`src/rtl/i2cw_pkg.sv`:
```
package i2cw_pkg;

  typedef enum logic [2:0] {
    ST_IDLE,
    ST_START,
    ST_LOW,
    ST_HIGH,
    ST_HOLD,
    ST_STP_LOW,
    ST_STP_HIGH
  } state_t;

  localparam int unsigned MIN_PHASE = 2;

endpackage

```
`src/rtl/i2cw_phase_timer.sv`:
```
module i2cw_phase_timer #(
  parameter int unsigned DIV_W = 8
) (
  input  logic             clk,
  input  logic             rst_n,
  input  logic             start_i,
  input  logic             next_i,
  input  logic [DIV_W-1:0] div_i,
  output logic             first_o,
  output logic             last_o
);

  localparam logic [DIV_W-1:0] MINP = DIV_W'(i2cw_pkg::MIN_PHASE);

  logic [DIV_W-1:0] per_q, per_nxt, per_eff;
  logic [DIV_W-1:0] cnt_q, cnt_nxt;
  logic             per_en, cnt_en;

  always_comb begin
    per_eff = (div_i < MINP) ? MINP : div_i;
    per_en  = start_i;
    per_nxt = per_eff;
    cnt_en  = start_i | next_i | (cnt_q != '0);
    if (start_i)
      cnt_nxt = per_eff - DIV_W'(1);
    else if (next_i)
      cnt_nxt = per_q - DIV_W'(1);
    else
      cnt_nxt = cnt_q - DIV_W'(1);
  end

  always_ff @(posedge clk or negedge rst_n) begin
    if (!rst_n) begin
      per_q <= MINP;
      cnt_q <= '0;
    end else begin
      if (per_en) per_q <= per_nxt;
      if (cnt_en) cnt_q <= cnt_nxt;
    end
  end

  assign first_o = (cnt_q == per_q - DIV_W'(1));
  assign last_o  = (cnt_q == '0);

endmodule

```
`src/rtl/i2cw_shifter.sv`:
```
module i2cw_shifter #(
  parameter int unsigned WORD_W = 8,
  parameter int unsigned BC_W   = $clog2(WORD_W)
) (
  input  logic              clk,
  input  logic              rst_n,
  input  logic              load_i,
  input  logic [WORD_W-1:0] data_i,
  input  logic [BC_W-1:0]   code_i,
  input  logic              ack_en_i,
  input  logic              adv_i,
  output logic              level_o,
  output logic              final_o
);

  localparam int unsigned SL_W = $clog2(WORD_W + 2);

  logic [WORD_W-1:0] sh_q, sh_nxt;
  logic [SL_W-1:0]   left_q, left_nxt, len, shamt;
  logic              ack_q, ack_nxt;
  logic              upd_en;

  always_comb begin
    len      = (code_i == '0) ? SL_W'(WORD_W) : SL_W'(code_i);
    shamt    = SL_W'(WORD_W) - len;
    upd_en   = load_i | adv_i;
    sh_nxt   = sh_q;
    left_nxt = left_q;
    ack_nxt  = ack_q;
    if (load_i) begin
      sh_nxt   = data_i << shamt;
      left_nxt = len + SL_W'(ack_en_i);
      ack_nxt  = ack_en_i;
    end else if (adv_i) begin
      sh_nxt   = sh_q << 1;
      left_nxt = left_q - SL_W'(1);
    end
  end

  always_ff @(posedge clk or negedge rst_n) begin
    if (!rst_n) begin
      sh_q   <= '0;
      left_q <= '0;
      ack_q  <= 1'b0;
    end else if (upd_en) begin
      sh_q   <= sh_nxt;
      left_q <= left_nxt;
      ack_q  <= ack_nxt;
    end
  end

  assign final_o = (left_q == SL_W'(1));
  assign level_o = (final_o && ack_q) ? 1'b1 : sh_q[WORD_W-1];

endmodule

```
`src/rtl/i2c_word_tx.sv`:
```
module i2c_word_tx #(
  parameter int unsigned DIV_W  = 8,
  parameter int unsigned WORD_W = 8,
  parameter int unsigned BC_W   = $clog2(WORD_W),
  parameter int unsigned SYNC_N = 2
) (
  input  logic              clk,
  input  logic              rst_n,
  input  logic [DIV_W-1:0]  div_i,
  input  logic              wr_i,
  input  logic [WORD_W-1:0] wdata_i,
  input  logic [BC_W-1:0]   bcnt_i,
  input  logic              ack_en_i,
  input  logic              stop_i,
  input  logic              sda_i,
  output logic              scl_oe_o,
  output logic              sda_oe_o,
  output logic              pending_o,
  output logic              lrb_o,
  output logic              irq_o
);

  import i2cw_pkg::*;

  // reset: asserted asynchronously, released on a clock edge
  logic [SYNC_N-1:0] rsync_q;
  logic              rst_q;

  always_ff @(posedge clk or negedge rst_n) begin
    if (!rst_n) rsync_q <= '0;
    else        rsync_q <= {rsync_q[SYNC_N-2:0], 1'b1};
  end
  assign rst_q = rsync_q[SYNC_N-1];

  state_t st_q, st_nxt;
  logic   scl_q, scl_nxt, sda_q, sda_nxt, pin_q, pin_nxt;
  logic   irq_q, irq_nxt, lrb_q, lrb_en;
  logic   t_start, t_next, t_first, t_last;
  logic   sh_load, sh_adv, sh_level, sh_final;

  i2cw_phase_timer #(.DIV_W(DIV_W)) u_timer (
    .clk     (clk),
    .rst_n   (rst_q),
    .start_i (t_start),
    .next_i  (t_next),
    .div_i   (div_i),
    .first_o (t_first),
    .last_o  (t_last)
  );

  i2cw_shifter #(.WORD_W(WORD_W), .BC_W(BC_W)) u_shift (
    .clk      (clk),
    .rst_n    (rst_q),
    .load_i   (sh_load),
    .data_i   (wdata_i),
    .code_i   (bcnt_i),
    .ack_en_i (ack_en_i),
    .adv_i    (sh_adv),
    .level_o  (sh_level),
    .final_o  (sh_final)
  );

  always_comb begin
    st_nxt  = st_q;
    t_start = 1'b0;
    t_next  = 1'b0;
    sh_load = 1'b0;
    sh_adv  = 1'b0;
    sda_nxt = sda_q;
    lrb_en  = 1'b0;
    irq_nxt = 1'b0;
    unique case (st_q)
      ST_IDLE: begin
        if (wr_i) begin
          st_nxt  = ST_START;
          t_start = 1'b1;
          sh_load = 1'b1;
          sda_nxt = 1'b1;
        end
      end
      ST_START: begin
        if (t_last) begin
          st_nxt = ST_LOW;
          t_next = 1'b1;
        end
      end
      ST_LOW: begin
        if (t_first) sda_nxt = ~sh_level;
        if (t_last) begin
          st_nxt = ST_HIGH;
          t_next = 1'b1;
          lrb_en = sh_final;
        end
      end
      ST_HIGH: begin
        if (t_last) begin
          if (sh_final) begin
            st_nxt  = ST_HOLD;
            irq_nxt = 1'b1;
          end else begin
            st_nxt = ST_LOW;
            t_next = 1'b1;
            sh_adv = 1'b1;
          end
        end
      end
      ST_HOLD: begin
        if (wr_i) begin
          st_nxt  = ST_LOW;
          t_start = 1'b1;
          sh_load = 1'b1;
        end else if (stop_i) begin
          st_nxt  = ST_STP_LOW;
          t_start = 1'b1;
        end
      end
      ST_STP_LOW: begin
        if (t_first) sda_nxt = 1'b1;
        if (t_last) begin
          st_nxt = ST_STP_HIGH;
          t_next = 1'b1;
        end
      end
      ST_STP_HIGH: begin
        if (t_last) begin
          st_nxt  = ST_IDLE;
          sda_nxt = 1'b0;
        end
      end
      default: st_nxt = ST_IDLE;
    endcase
    scl_nxt = (st_nxt == ST_LOW) || (st_nxt == ST_HOLD) || (st_nxt == ST_STP_LOW);
    pin_nxt = (st_nxt != ST_HOLD);
  end

  always_ff @(posedge clk or negedge rst_q) begin
    if (!rst_q) begin
      st_q  <= ST_IDLE;
      scl_q <= 1'b0;
      sda_q <= 1'b0;
      pin_q <= 1'b1;
      irq_q <= 1'b0;
      lrb_q <= 1'b0;
    end else begin
      st_q  <= st_nxt;
      scl_q <= scl_nxt;
      sda_q <= sda_nxt;
      pin_q <= pin_nxt;
      irq_q <= irq_nxt;
      if (lrb_en) lrb_q <= sda_i;
    end
  end

  assign scl_oe_o  = scl_q;
  assign sda_oe_o  = sda_q;
  assign pending_o = pin_q;
  assign irq_o     = irq_q;
  assign lrb_o     = lrb_q;

endmodule

```
`config.mk`:
```
export PLATFORM = sky130hd
export DESIGN_NAME = i2c_word_tx
export DESIGN_NICKNAME = d
export VERILOG_FILES = /design/src/rtl/i2cw_pkg.sv /design/src/rtl/i2cw_phase_timer.sv /design/src/rtl/i2cw_shifter.sv /design/src/rtl/i2c_word_tx.sv
export SDC_FILE = /design/constraint.sdc
export NUM_CORES = 1
export LEC_CHECK = 0
export ABC_CLOCK_PERIOD_IN_PS = 1200
export BUFFER_PORTS_ARGS = -buffer_cell sky130_fd_sc_hd__buf_2
export CORE_ASPECT_RATIO = 1.4
export CORE_MARGIN = 2
export CORE_UTILIZATION = 54
export CTS_CLUSTER_SIZE = 14
export DETAILED_ROUTE_END_ITERATION = 10
export PLACE_DENSITY = 0.78
export SYNTH_ARGS = -nofsm -noshare
export SYNTH_HDL_FRONTEND = slang
export SYNTH_SLANG_ARGS = --single-unit
```
`constraint.sdc`:
```
create_clock -name clk -period 1.2 [get_ports clk]
set_input_delay 0.24 -clock clk [delete_from_list [all_inputs] [get_ports clk]]
set_output_delay 0.24 -clock clk [all_outputs]
set_load 0.01 [all_outputs]
```
* Word-level counts from Yosys, hierarchy flattened
Index checks and enable logic that the tools add are counted.
Storage, ports and cells: bits of input ports 25, register bits 39, logic and storage cells 93, output and inout bits 5
Operators by class: reductions and logical operators 14, magnitude comparators 1, eq/ne operators 16, shift operators 1, muxes and demuxes 39, bitwise operators 4, $add $sub $neg 6
Operator list (number):
- two-way mux 8 bit | 5
- two-way mux 3 bit | 9
- subtractor 8 x 1 -> 8 bit, second input constant | 3
- case mux 3 bit (7 select lines) | 1
- two-way mux 1 bit | 18
- equality test 3 bit, second input constant | 5
- two-way mux 4 bit | 3
- equality test 3 x 2 -> 1 bit, second input constant | 3
- equality test 8 bit | 1
- zero test 8 bit | 1
- less-than comparator 8 x 2 -> 1 bit, second input constant | 1
- inequality test 2 bit, second input constant | 4
- nonzero test 8 bit | 1
- left shift 8 x 4 -> 8 bit | 1
- zero test 3 bit | 2
- AND reduction 5 bit | 1
- adder 4 x 1 -> 4 bit | 1
- equality test 4 x 1 -> 1 bit, second input constant | 1
- case mux 1 bit (2 select lines) | 2
- case mux 1 bit (4 select lines) | 1
- AND reduction 2 bit | 2
- nonzero test 4 bit | 1
- subtractor 4 x 1 -> 4 bit, second input constant | 1
- subtractor 4 bit, first input constant | 1
- other kinds (9) | 12

* Depth between registers and ports, before layout
word-level depth 7, mapped depth 9, gate-level depth less buffers 9

* By module
From an unflattened synthesis, not the netlist that was laid out.
Unflattened totals: cell total of the unflattened synthesis 296, area total of the unflattened synthesis 2895.3 um2
By module, submodules not included:
- i2cw_phase_timer | cells an instance 147, instances 1, seq. area each 401.6 um2, area each 1366.3 um2
- i2cw_shifter | cells an instance 94, instances 1, seq. area each 325.3 um2, area each 974.7 um2
- i2c_word_tx | cells an instance 55, instances 1, seq. area each 251.5 um2, area each 554.3 um2

* Worst setup path after synthesis
Ideal clock, no wire load.
path kind reg2reg, start point register u_timer.cnt_q[0], end point register u_shift.sh_q[7], stages on the path, launching flop included 9, required time 1075 ps, period minus slack after synthesis 2327 ps, setup time 125 ps, arrival 2202 ps, slack -1127 ps, cells stage by stage dfrtp_1 -> clkbuf_1 -> inv_1 -> ha_1 -> nor3b_2 -> nand3_2 -> nor2_4 -> mux2_2 -> mux2_2
On the way: cells in the longest elaborated chain, start to end 5, elaborated cells between the ends (all ways) 6, those cells by class mux (2); bitwise (1); reduce/logical (3)
RTL lines:
- start, declared | RTL line i2cw_phase_timer.sv:16 | logic [DIV_W-1:0] cnt_q, cnt_nxt;
- start signal, assigned | RTL line i2cw_phase_timer.sv:38 | if (cnt_en) cnt_q <= cnt_nxt;
- zero test 8 bit * | RTL line i2cw_phase_timer.sv:43 | assign last_o = (cnt_q == '0);
- two-way mux 1 bit * | RTL line i2c_word_tx.sv:96 | if (t_last) begin
- two-way mux 1 bit * | RTL line i2c_word_tx.sv:72 | unique case (st_q)
- nonzero test 2 bit (no source line) / OR 1 bit (equally long branches)
- AND reduction 2 bit (no source line) *
- end signal, assigned | RTL line i2cw_shifter.sv:46 | sh_q <= sh_nxt;
- end, declared | RTL line i2cw_shifter.sv:18 | logic [WORD_W-1:0] sh_q, sh_nxt;
Every way passes the cells marked *; elsewhere a longest branch is shown, timed or not. A chain may end at the register's enable or synchronous reset.

* Final worst setup path
start point input port div_i[4], end point register u_timer.cnt_q[6]
On the way: cells in the longest elaborated chain, start to end 4
RTL lines:
- start, declared | RTL line i2c_word_tx.sv:9 | input logic [DIV_W-1:0] div_i,
- less-than comparator 8 x 2 -> 1 bit | RTL line i2cw_phase_timer.sv:20 | per_eff = (div_i < MINP) ? MINP : div_i;
- two-way mux 8 bit * | RTL line i2cw_phase_timer.sv:20
- subtractor 8 x 1 -> 8 bit * | RTL line i2cw_phase_timer.sv:25 | cnt_nxt = per_eff - DIV_W'(1);
- two-way mux 8 bit * | RTL line i2cw_phase_timer.sv:24 | if (start_i)
Marked as above.

==> results.json <==
{
  "status": "finished, violations left",
  "violations": "negative setup slack",
  "yosysSeqAreaShare": 0.335,
  "crit_start": "div_i[4]",
  "clock_path_buffers": 2,
  "synthMuxAreaShare": 0.0909,
  "r2r_cells": 6,
  "crit_type": "input port to register",
  "core-area_mm2": 0.00520,
  "crit_path_top_delay_cell": "or3_4",
  "worstMarginPinSlew_ns": 0.592,
  "drive_gt1_frac": 0.561,
  "syn_nets": 355,
  "vias": 3569,
  "critical_path_required_ns": 1.39,
  "die_w_um": 66.1,
  "switching_share": 0.394,
  "antenna_found_initial": 0,
  "synth_flop_cell": "dfrtp_1",
  "cp_common_cell": "or3_4",
  "cts_sinks": 39,
  "slew_viol_final": 0,
  "crit_fanout": 2,
  "synth_top_family_by_area": "simple AND/OR/NAND/NOR gates",
  "worstPathArrival_ns": 2.33,
  "synth_compound_gate_area_share": 0.172,
  "drt-pass1-iter-count": 7,
  "cts_buffers": 5,
  "holdCritPathClass": "input port to register",
  "reg2reg_slack_ns": -0.93,
  "dieArea_mm2": 0.00602,
  "final_cell_count_no_fill": 528,
  "finClkSkew_ns": 0.00667,
  "num_rows": 31,
  "syn_to_final_growth_pct": 62.5,
  "pin_count": 30,
  "timing.rr.start": "u_timer.cnt_q[1]",
  "p_leak_nw": 2.13,
  "max_stage_delay_ns": 0.39,
  "antenna_left": 0,
  "layout_setup_ws_ns": -0.940,
  "io_buffers": 29,
  "nets": 494,
  "post_synth_xor_area_fraction": 0.0866,
  "layout_commonest_cell": "buf_4",
  "peakVddDrop_uv": 1270,
  "holdPathStages": 2,
  "place_inst": 489,
  "critPathLaunchType": "input port",
  "relSlewSlack": 0.601,
  "initial_utilization": 0.562,
  "wl_met3_um": 1160,
  "crit_end": "u_timer.cnt_q[6]",
  "track_usage": 0.370,
  "wl_met1_um": 4360,
  "diodes": 0,
  "synth_adder_area_share": 0.0377,
  "fin_total_pwr_mw": 6.93,
  "stdcell_area_mm2": 0.00474,
  "final_hold_viol_count": 0,
  "h-tree-depth": 2,
  "crit_chain": "buf_6, or3_4, or3_4, o31ai_4, ha_4, nor3b_4, xnor2_2, o21ai_2, a41o_1",
  "top_layer": "met4",
  "synth-seq-cells": 39,
  "clock_latency_ns": 0.31,
  "syn_area_per_cell_um2": 9.07,
  "cts-root-buf": "clkbuf_8",
  "nFillCells": 193,
  "p_seq_frac": 0.280,
  "wl_um": 13300,
  "drt-initial-drc-count": 457,
  "grt_max_degree": 38,
  "fp.dieH_um": 91.0,
  "power.internal_mw": 4.20,
  "clock_power_share": 0.174,
  "wl_met2_um": 6520,
  "setup_violations": 38,
  "synthSimpleGateAreaFrac": 0.216,
  "synth.cell_area_mm2": 0.00292,
  "fmaxAchievable_ghz": 0.467,
  "period_needed_ns": 2.14,
  "synth_edf_count": 0,
  "cts_tree": "done",
  "wl_per_cell_um": 25.2,
  "gp_congestion": 0.933,
  "path_clk_slew_ns": 0.08,
  "grt_pass1_wl_um": 17000,
  "place_area_mm2": 0.00392,
  "p_sw_mw": 2.73,
  "yosysUniqueCellTypes": 67,
  "globalRouteOverflowTotal": 0,
  "maxCapViolations": 0,
  "r2r-end": "u_timer.cnt_q[6]",
  "drc": 0,
  "final_core_util": 0.912,
  "grt_pass1_vias": 3489,
  "end_kind": "register",
  "place_hpwl_um": 6180,
  "yosysWarnings": 0,
  "power.density_mw_per_mm2": 1460,
  "via_per_inst": 6.76,
  "netlist_instances": 322,
  "rsz0062_at_grt": "true",
  "fin_crit_sh": 1.78,
  "async_reset_ff_frac": 1.00,
  "final_cell_mix": "buf_4 (91), dfrtp_1 (36), nand2_1 (32), buf_6 (32), buf_2 (26)",
  "combPwrFrac": 0.546
}
==> metal layers <==
metal  up-vias  track usage
met1      1680        0.402
met2       308        0.656
li1       1443            -
met5         -            0
met3       138       0.0657
met4         0        0.199
==> worst min-delay path by stage <==
| stage | start | endpoint | slack, ns |
|---|---|---|---|
| 4_1_cts | ack_en_i | u_shift.ack_q | 0.15 |
| 2_1_floorplan | rst_n | rsync_q[0] | -0.06 |
| 6_report | sda_i | lrb_o | 0.17 |
| 3_3_place_gp | rst_n | rsync_q[1] | 0.02 |
| 5_1_grt | sda_i | lrb_o | 0.17 |
| 3_5_place_dp | rst_n | rsync_q[1] | 0.03 |
==> through the flow <==
| stage | TNS (ns) | hold WS (ns) | setup WS, ns |
|---|---|---|---|
| 6_report | -22.70 | 0.170 | -0.940 |
| 5_1_grt | -24.07 | 0.168 | -0.970 |
| 4_1_cts | -15.80 | 0.152 | -0.749 |
| 3_5_place_dp | -20.39 | 0.0278 | -1.10 |
| 3_3_place_gp | -18.48 | 0.0242 | -1.07 |
| 2_1_floorplan | -16.81 | -0.0556 | -0.922 |
==> power by group through the flow <==
stage	Combinational (mW)	Sequential, mW	Clock [mW]
final	3.78	1.94	1.21
after global routing	3.90	1.94	1.24
after CTS	3.09	1.86	1.17
after detailed placement	2.58	1.87	0
after global placement	2.48	1.86	0
after floorplan	1.61	1.86	0
==> flip-flops by register name, indices dropped and copies added, names as in the netlist <==
signal,flops
u_shift.ack_q,1
scl_oe_o,1
u_timer.cnt_q,8
sda_oe_o,1
st_q,3
u_shift.left_q,4
u_shift.sh_q,8
lrb_o,1
u_timer.per_q,8
pending_o,1
irq_o,1
rsync_q,2
==> timing repair <==
action	CTS	global route
gates resized for setup	78	37
cloned	1	0
hold buffers	1	0
setup endpoints to repair	37	38
hold endpoints to repair	2	0
pin swaps	37	25
setup buffers	23	14
==> worst max-delay path, delay by kind of cell <==
| kind | cells | cell delay [ns] |
|---|---|---|
| compound gates | 3 | 0.65 |
| xor+xnor | 1 | 0.16 |
| fa+ha+maj | 1 | 0.20 |
| buf+inv | 1 | 0.09 |
| simple gates | 3 | 0.99 |
==> synthesized netlist by cell type, drive strengths merged, types with 5 or more instances <==
cell type	count	area share
xor2	8	0.024
mux2i	13	0.045
inv	16	0.021
nor2	18	0.027
nor3	9	0.015
clkbuf	14	0.018
or3	6	0.013
a211oi	7	0.020
mux2	8	0.031
buf	8	0.021
nand3	5	0.010
xnor2	13	0.039
nand2	40	0.051
a21oi	19	0.033
dfrtp	37	0.32
ha	8	0.034
o21ai	22	0.038
==> logic make-up (layout without fill, tap and decap cells) <==
logic type      after synthesis  after routing
simple gates                111            111
compound gates               77             77
flops                        39             39
buf+inv                      38            178
xor+xnor                     24             24
mux                          23             23
fa+ha+maj                     9              9
other cells                   1              1
==> cell type report <==
class	count	area, um^2	share of cell area
Sequential cell	39	980	0.207
Inverter	16	62.6	0.0132
Timing Repair Buffer	154	1250	0.264
Multi-Input combinational cell	245	2250	0.474
Clock buffer	6	82.6	0.0174
Clock inverter	2	35.0	0.00739
Tap cell	66	82.6	0.0174
No activity file was read; power rests on OpenSTA's default activity.
